File: src/rtl/vftx_pkg.sv
package vftx_pkg;
  typedef enum logic [1:0] {
    TX_IDLE = 2'd0,
    TX_RUN  = 2'd1,
    TX_HALT = 2'd2
  } tx_state_e;
endpackage

File: src/rtl/vftx_fifo.sv
module vftx_fifo #(
  parameter int W     = 8,
  parameter int DEPTH = 3
) (
  input  logic                         clk,
  input  logic                         rst_n,
  input  logic                         push,
  input  logic [W-1:0]                 push_data,
  input  logic                         pop,
  output logic [W-1:0]                 head,
  output logic                         empty,
  output logic                         full,
  output logic [$clog2(DEPTH+1)-1:0]   count
);
  localparam int PTR_W = (DEPTH > 1) ? $clog2(DEPTH) : 1;
  localparam int CNT_W = $clog2(DEPTH + 1);
  localparam logic [PTR_W-1:0] LAST = PTR_W'(DEPTH - 1);

  logic [W-1:0]     slots [DEPTH];
  logic [PTR_W-1:0] wr_ptr, rd_ptr;
  logic [CNT_W-1:0] cnt_q;

  assign empty = (cnt_q == '0);
  assign full  = (cnt_q == CNT_W'(DEPTH));
  assign head  = slots[rd_ptr];
  assign count = cnt_q;

  always_ff @(posedge clk) begin
    if (push) slots[wr_ptr] <= push_data;
  end

  always_ff @(posedge clk) begin
    if (!rst_n) begin
      wr_ptr <= '0;
      rd_ptr <= '0;
      cnt_q  <= '0;
    end else begin
      if (push) wr_ptr <= (wr_ptr == LAST) ? '0 : wr_ptr + PTR_W'(1);
      if (pop)  rd_ptr <= (rd_ptr == LAST) ? '0 : rd_ptr + PTR_W'(1);
      case ({push, pop})
        2'b10:   cnt_q <= cnt_q + CNT_W'(1);
        2'b01:   cnt_q <= cnt_q - CNT_W'(1);
        default: cnt_q <= cnt_q;
      endcase
    end
  end
endmodule

File: src/rtl/vftx_serializer.sv
module vftx_serializer
  import vftx_pkg::*;
#(
  parameter int W            = 8,
  parameter int FRAME_OCTETS = 10
) (
  input  logic         clk,
  input  logic         rst_n,
  input  logic         bit_en,
  input  logic         restart,
  input  logic         q_empty,
  input  logic [W-1:0] q_head,
  output logic         pop,
  output logic         starve,
  output logic         tx_bit,
  output logic         halted
);
  localparam int BIT_W = (W > 1) ? $clog2(W) : 1;
  localparam int OCT_W = (FRAME_OCTETS > 1) ? $clog2(FRAME_OCTETS) : 1;
  localparam logic [BIT_W-1:0] LAST_BIT = BIT_W'(W - 1);
  localparam logic [OCT_W-1:0] LAST_OCT = OCT_W'(FRAME_OCTETS - 1);

  tx_state_e        state;
  logic [W-1:0]     shreg;
  logic [BIT_W-1:0] bit_cnt;
  logic [OCT_W-1:0] oct_cnt;
  logic             at_boundary;

  // bit_cnt counts bits already sent of the current octet; zero means a new octet is due
  assign at_boundary = (bit_cnt == '0);
  assign pop    = bit_en && !q_empty &&
                  ((state == TX_IDLE) || (state == TX_RUN && at_boundary));
  assign starve = bit_en && q_empty && (state == TX_RUN) && at_boundary;
  assign halted = (state == TX_HALT);

  always_ff @(posedge clk) begin
    if (!rst_n) begin
      state   <= TX_IDLE;
      shreg   <= '0;
      bit_cnt <= '0;
      oct_cnt <= '0;
      tx_bit  <= 1'b1;
    end else begin
      case (state)
        TX_IDLE: begin
          if (bit_en) begin
            if (!q_empty) begin
              tx_bit  <= q_head[W-1];
              shreg   <= q_head << 1;
              bit_cnt <= BIT_W'(1);
              oct_cnt <= '0;
              state   <= TX_RUN;
            end else begin
              tx_bit <= 1'b1;
            end
          end
        end
        TX_RUN: begin
          if (bit_en) begin
            if (at_boundary) begin
              if (q_empty) begin
                tx_bit <= 1'b1;
                state  <= TX_HALT;
              end else begin
                tx_bit  <= q_head[W-1];
                shreg   <= q_head << 1;
                bit_cnt <= BIT_W'(1);
              end
            end else begin
              tx_bit <= shreg[W-1];
              shreg  <= shreg << 1;
              if (bit_cnt == LAST_BIT) begin
                bit_cnt <= '0;
                if (oct_cnt == LAST_OCT) begin
                  oct_cnt <= '0;
                  state   <= TX_IDLE;
                end else begin
                  oct_cnt <= oct_cnt + OCT_W'(1);
                end
              end else begin
                bit_cnt <= bit_cnt + BIT_W'(1);
              end
            end
          end
        end
        TX_HALT: begin
          tx_bit <= 1'b1;
          if (restart) begin
            bit_cnt <= '0;
            oct_cnt <= '0;
            state   <= TX_IDLE;
          end
        end
        default: state <= TX_IDLE;
      endcase
    end
  end
endmodule

File: src/rtl/vftx_status.sv
module vftx_status (
  input  logic clk,
  input  logic rst_n,
  input  logic starve,
  input  logic err_mask,
  input  logic un_clr,
  output logic tx_err_evt,
  output logic un_flag
);
  always_ff @(posedge clk) begin
    if (!rst_n) begin
      tx_err_evt <= 1'b0;
      un_flag    <= 1'b0;
    end else begin
      tx_err_evt <= starve && err_mask;
      if (starve)      un_flag <= 1'b1;
      else if (un_clr) un_flag <= 1'b0;
    end
  end
endmodule

File: src/rtl/vframe_tx.sv
module vframe_tx #(
  parameter int W            = 8,
  parameter int DEPTH        = 3,
  parameter int FRAME_OCTETS = 10
) (
  input  logic         clk,
  input  logic         rst_n,
  input  logic [W-1:0] in_data,
  input  logic         in_valid,
  output logic         in_ready,
  input  logic         bit_en,
  output logic         tx_bit,
  input  logic         restart,
  input  logic         err_mask,
  input  logic         un_clr,
  output logic         tx_err_evt,
  output logic         un_flag,
  output logic         halted
);
  localparam int CNT_W = $clog2(DEPTH + 1);

  logic             push, pop, q_empty, q_full, starve;
  logic [W-1:0]     q_head;
  logic [CNT_W-1:0] fifo_cnt;

  assign in_ready = !q_full;
  assign push     = in_valid && in_ready;

  vftx_fifo #(.W(W), .DEPTH(DEPTH)) i_queue (
    .clk(clk), .rst_n(rst_n), .push(push), .push_data(in_data), .pop(pop),
    .head(q_head), .empty(q_empty), .full(q_full), .count(fifo_cnt)
  );

  vftx_serializer #(.W(W), .FRAME_OCTETS(FRAME_OCTETS)) i_ser (
    .clk(clk), .rst_n(rst_n), .bit_en(bit_en), .restart(restart),
    .q_empty(q_empty), .q_head(q_head), .pop(pop), .starve(starve),
    .tx_bit(tx_bit), .halted(halted)
  );

  vftx_status i_stat (
    .clk(clk), .rst_n(rst_n), .starve(starve), .err_mask(err_mask),
    .un_clr(un_clr), .tx_err_evt(tx_err_evt), .un_flag(un_flag)
  );
endmodule

File: config.mk
export PLATFORM = sky130hd
export DESIGN_NAME = vframe_tx
export DESIGN_NICKNAME = d
export VERILOG_FILES = /design/src/rtl/vftx_pkg.sv /design/src/rtl/vftx_fifo.sv /design/src/rtl/vftx_serializer.sv /design/src/rtl/vftx_status.sv /design/src/rtl/vframe_tx.sv
export SDC_FILE = /design/constraint.sdc
export NUM_CORES = 1
export LEC_CHECK = 0
export ABC_AREA = 0
export BUFFER_PORTS_ARGS = -buffer_cell sky130_fd_sc_hd__buf_2
export CORE_MARGIN = 10
export CORE_UTILIZATION = 40
export DETAILED_ROUTE_END_ITERATION = 8
export PLACE_DENSITY = 0.54
export SETUP_SLACK_MARGIN = 0.1
export SYNTH_ARGS = -nofsm -noshare
export SYNTH_HDL_FRONTEND = slang
export SYNTH_SLANG_ARGS = --single-unit
export TNS_END_PERCENT = 5
File: constraint.sdc
create_clock -name clk -period 3.3 [get_ports clk]
set_input_delay 0.66 -clock clk [delete_from_list [all_inputs] [get_ports clk]]
set_output_delay 0.66 -clock clk [all_outputs]
set_load 0.01 [all_outputs]
**Word-level counts from Yosys, hierarchy flattened**

Memory sizes are Yosys's and may differ from the RTL's. A register that Yosys moved wholly into a read port is not among the register bits.
Index checks and enable logic that the tools add are counted.

- Register bits after elaboration: 26
- Latch bits: 0
- RAM bits: 24
- ROM bits: 0
- Bits of input ports: 15
- Logic and storage cells: 101
- Memories kept: 1

- Add/subtract/negate cells: 6
- $mul: 0
- Divide/modulo/power cells: 0
- Magnitude comparators: 0
- Equal/unequal tests: 18
- Shift operators: 0
- Mux-type cells: 43
- Bitwise gates (word level): 0
- Reduce and logical (&&, ||, !) cells: 23

Memory list:

| memory | words | width | read ports | clocked after memory_dff | write ports | RTL line | RTL |
|---|---|---|---|---|---|---|---|
| i_queue.slots | 3 | 8 | 1 | 1 | 1 | vftx_fifo.sv:19 | `logic [W-1:0] slots [DEPTH];` |

Operators with widths:

| operator | number |
|---|---|
| 8-bit two-way mux | 4 |
| 4-bit two-way mux | 7 |
| 2-bit two-way mux | 12 |
| 3-bit two-way mux | 6 |
| 8-bit one-hot mux with 2 select lines | 1 |
| 7-bit AND reduction | 2 |
| 2-bit inequality test (second input constant) | 6 |
| 4-bit one-hot mux with 3 select lines | 1 |
| 2-bit equality test (second input constant) | 5 |
| 3-bit by 2-bit inequality test with 1-bit output (second input constant) | 3 |
| 3-bit one-hot mux with 3 select lines | 1 |
| 1-bit logical AND | 8 |
| 1-bit two-way mux | 8 |
| 2-bit by 1-bit adder with 2-bit output (second input constant) | 3 |
| 2-bit one-hot mux with 3 select lines | 1 |
| 3-bit AND reduction | 2 |
| 2-bit nonzero test | 3 |
| 4-bit by 1-bit adder with 4-bit output (second input constant) | 1 |
| 2-bit by 1-bit equality test with 1-bit output (second input constant) | 2 |
| 4-bit equality test (second input constant) | 1 |
| 2-bit zero test | 2 |
| 2-bit one-hot mux with 2 select lines | 1 |
| 4-bit AND reduction | 1 |
| 3-bit by 1-bit adder with 3-bit output (second input constant) | 1 |
| other kinds (7) | 8 |

**Depth between registers and ports, before layout**

- Depth in word-level cells: 6
- Depth in mapped cells: 9
- Depth with buffers taken out: 9

**Cells and area by module**

From an unflattened synthesis, not the netlist that was laid out.

- Cell total of the unflattened synthesis: 234
- Area total of the unflattened synthesis: 2452.4 um^2

Modules (own cells, without submodules):

| module | instances | cells each | area an instance (um^2) |
|---|---|---|---|
| vftx_fifo | 1 | 83 | 1199.9 |
| vftx_serializer | 1 | 144 | 1174.9 |
| vftx_status | 1 | 5 | 67.6 |
| vframe_tx | 1 | 2 | 10.0 |

**Worst setup path before layout**

No wires, ideal clock.

- Path kind: register -> register
- Start: register i_ser.state[0]
- End: register i_ser.oct_cnt[2]
- Setup time: 0.075 ns
- Arrival: 2.014 ns
- Required time: 3.225 ns
- Path slack: 1.211 ns
- Stages on the path, launching flop included: 8
- Buffers on the path: 1
- Path through: dfxtp_1 > inv_1 > ha_1 > o21ba_1 > or3_1 > buf_6 > or4_4 > o22ai_1

- Longest elaborated chain between the ends: 3

Ends and longest elaborated chain:

| element | RTL line | RTL |
|---|---|---|
| start, declared | vftx_serializer.sv:23 | `tx_state_e state;` |
| start signal, assigned | vftx_serializer.sv:38 | `state <= TX_IDLE;` |
| start signal, assigned | vftx_serializer.sv:52 | `state <= TX_RUN;` |
| start signal, assigned | vftx_serializer.sv:63 | `state <= TX_HALT;` |
| 2-bit by 1-bit equality test with 1-bit output, or another cell as far along | vftx_serializer.sv:44 | `case (state)` |
| 2-bit inequality test (no line) / 3-bit nonzero test (equally long branches) | - |  |
| 7-bit AND reduction (no line) | - |  |
| end signal, assigned | vftx_serializer.sv:78 | `oct_cnt <= oct_cnt + OCT_W'(1);` |
| end, declared | vftx_serializer.sv:26 | `logic [OCT_W-1:0] oct_cnt;` |

Parallel ways exist; a longest one is shown, timed or not.
A chain may end at the register's enable or synchronous reset.

**Worst setup path in the final report**

- Start: register i_ser.state[1]
- End: register i_ser.oct_cnt[2]

Same word-level chain as after synthesis.

==> impl_results.md <==
- Status: completed
- YS warnings: 0
- DPL Wire Length: 3380 um
- Die H: 97.0 um
- Post-synthesis sequential area ratio: 54.0%
- Io pins: 20
- Clock root buffer: clkbuf_8
- Placed Cells incl. Taps: 294
- Num CTS Buffers: 5
- Worst Path Arrival: 2.58 ns
- Core area: 5640 um^2
- GPL Wtd Cong: 0.772
- DR WL/cell: 15.4 um
- Leakage power: 0.000987 uW
- Gr ovfl total: 0
- Max incr delay on CP: 0.56 ns
- Vias: 1643
- Fin. max-slew vios: 0
- Row Count: 27
- Overall Power: 1830 uW
- FF-to-FF setup slack: 0.96 ns
- Number of hold violations in the final report: 0
- First-pass GRT wire length: 7720 um
- Startpoint types: flip-flop
- Crit share post-route: 71.0%
- Post-CTS sizing: 0
- Diodes inserted: 0
- Share of layout cells above drive strength 1: 21.3%
- Top_reg_cell synth: dfxtp_1
- Unique cell type count in the Yosys netlist: 48
- Antenna-violating nets left: 0
- Period minus WS final: 2.34 ns
- H-tree Lvls: 2
- Initial antenna violation count: 0
- CTS tree: built
- Die width: 97.0 um
- Mapped Area: 2370 um^2
- Slowest CP cell: or4_4
- Hold WC Path Type: flip-flop to flip-flop
- Dominant cells by area after synthesis: edfxtp_1 (30%), dfxtp_1 (24%), ha_1 (5.3%)
- Max clock buf depth: 2
- Crit Path Category: flip-flop to flip-flop
- Crit path max fanout: 13
- Mean Syn Cell Area: 11.3 um^2
- Postcts setup bufs: 0
- DR vias/cell: 5.44
- Req. time, crit path: 3.54 ns
- Initial Util: 42.0%
- Final setup skew: 0.00656 ns
- # port buffers: 19
- CTS sink cnt: 52
- Final Instance Count excl. Fillers: 302
- Hold-fix buffers, CTS: 0
- Placed Area: 2520 um^2
- Peak supply drop: 0.368 mV
- Largest net degree at the start of global routing: 19
- Final setup violation count: 0
- Remaining DRCs: 0
- Clk_lat worst skew: 0.31 ns
- Asr flop ratio synth: 0%
- Worst-Margin Slew: 0.721 ns
- Cell breakdown of the critical path: inv_1, ha_1, o21ba_1, or3_1, or4_4, o22ai_1
- Slew HR: 51.9%
- Mapped Cells: 210
- PwrDens: 695 nW/um^2
- Clock slew at reported path FFs: 0.09 ns
- Die area: 9410 um^2
- CP endpoint kind: flip-flop
- Top cell family by delay on the critical path: simple AND/OR/NAND/NOR gates
- EDFF count, synth: 24
- Flops & latches, synth: 52
- Worst path bufs/invs: 1
- P&R area growth vs syn: 11.2%
- Final instance area: 2640 um^2
- Synth top area share: 30.4%
- Hold WS: 0.445 ns
- Multi-input logic area: 991 um^2
- Total global-route track usage: 9.76%
- DR iter-0 viols: 84
- FMAX: 0.427 GHz
- Final setup TNS: 0 ns
- RSZ-0062 raised after global routing: no
- # fillers: 522
- Yosys top cell by area: edfxtp_1
- Synth Net Count: 235
- Total routed wirelength: 4670 um
- FF/Latch Area: 1280 um^2
- First-pass DRT Iterations: 4
- Max-cap violations: 0
- Nets: 254
- Vias in the first global route: 1595
-- cell usage in the layout, fill, tap and decap left out, types with 2 or more instances in the layout --
cell / Yosys / routed
inv_1: 13 / 13
a31oi_1: 2 / 2
nand3_1: 4 / 4
mux2i_1: 9 / 9
buf_2: 1 / 19
o22ai_1: 2 / 2
mux2_2: 9 / 9
nor2_1: 10 / 10
nand2b_1: 3 / 3
a2bb2oi_1: 7 / 7
nand4_1: 2 / 2
o21ai_0: 5 / 5
edfxtp_1: 24 / 24
ha_1: 10 / 10
a21oi_1: 13 / 13
or3_1: 4 / 4
nor3_1: 3 / 3
buf_4: 2 / 2
nand3b_1: 3 / 3
o221a_2: 7 / 7
clkbuf_8: 0 / 5
o211ai_1: 2 / 2
dfxtp_1: 28 / 28
nand2_1: 19 / 19
-- layer usage --
metal	wire length [um]	vias to the layer above	share of wire (%)	global-route usage [%]
li1	-	813	-	-
met1	2280	798	49	11.8
met2	2160	25	46	16.3
met3	167	7	3.6	2.56
met4	62	0	1.3	3.38
met5	0	-	0	0
-- registers in the layout, summed over array words and instances, names as in the netlist, named ones only --
| signal | count |
|---|---|
| i_ser.bit_cnt | 3 |
| i_queue.slots | 24 |
| i_queue.wr_ptr | 2 |
| i_ser.tx_bit | 1 |
| i_ser.state | 2 |
| i_ser.oct_cnt | 4 |
| i_queue.count | 2 |
| i_stat.tx_err_evt | 1 |
| i_queue.rd_ptr | 2 |
| i_ser.shreg | 8 |
| i_stat.un_flag | 1 |
-- Yosys cell counts (5+ instances only) --
master	instances
ha_1	10
a2bb2oi_1	7
mux2i_1	9
a21oi_1	13
dfxtp_1	28
mux2_2	9
nand2_1	19
o221a_2	7
nor2_1	10
edfxtp_1	24
o21ai_0	5
inv_1	13
-- final timing paths --
| kind | startpoint | cells past startpoint | to |
|---|---|---|---|
| max | i_ser.state[1]$_SDFFE_PN0P_ | 6 | i_ser.oct_cnt[2]$_SDFFE_PN0P_ |
| min reg2reg | i_ser.shreg[0]$_SDFFE_PN0P_ | 2 | i_ser.shreg[0]$_SDFFE_PN0P_ |
| min | i_ser.shreg[0]$_SDFFE_PN0P_ | 2 | i_ser.shreg[0]$_SDFFE_PN0P_ |
| max reg2reg | i_ser.state[1]$_SDFFE_PN0P_ | 6 | i_ser.oct_cnt[2]$_SDFFE_PN0P_ |
-- worst min-delay path, cell delays in order (launching register included) --
cell and delay, ns:
dfxtp_1 0.32, nand2_1 0.05, nor2_1 0.03
-- where the power goes --
part           internal (uW)  switching, uW  leakage, uW
clock                    230            218    0.0000600
combinational            238            294     0.000477
sequential               775           78.0     0.000450
total                   1240            590     0.000987
-- cells by family after synthesis --
logic type,after synthesis,synth area share [%]
simple gates,57,12.3
compound gates,49,15.4
mux,18,8.07
xor+xnor,2,0.739
buf+inv,22,4.17
flops,52,54.0
fa+ha+maj,10,5.28
-- metrics by stage --
step / setup slack [ns] / utilization [%]
CTS: 0.956 / 46.7
finish: 0.957 / 46.7
floorplan: 1.21 / -
global placement: 1.04 / 44.7
global route: 0.791 / 46.7
detailed placement: 0.991 / 44.7
-- layout make-up --
| cell class | count | share of cell area, % |
|---|---|---|
| sequential | 52 | 48.6 |
| multi-input combinational | 136 | 37.6 |
| timing repair buffer | 21 | 4.18 |
| tap | 72 | 3.42 |
| clock buffer | 5 | 2.61 |
| inverter | 13 | 1.85 |
| clock inverter | 3 | 1.76 |
Power figures use the tool's default switching activity.
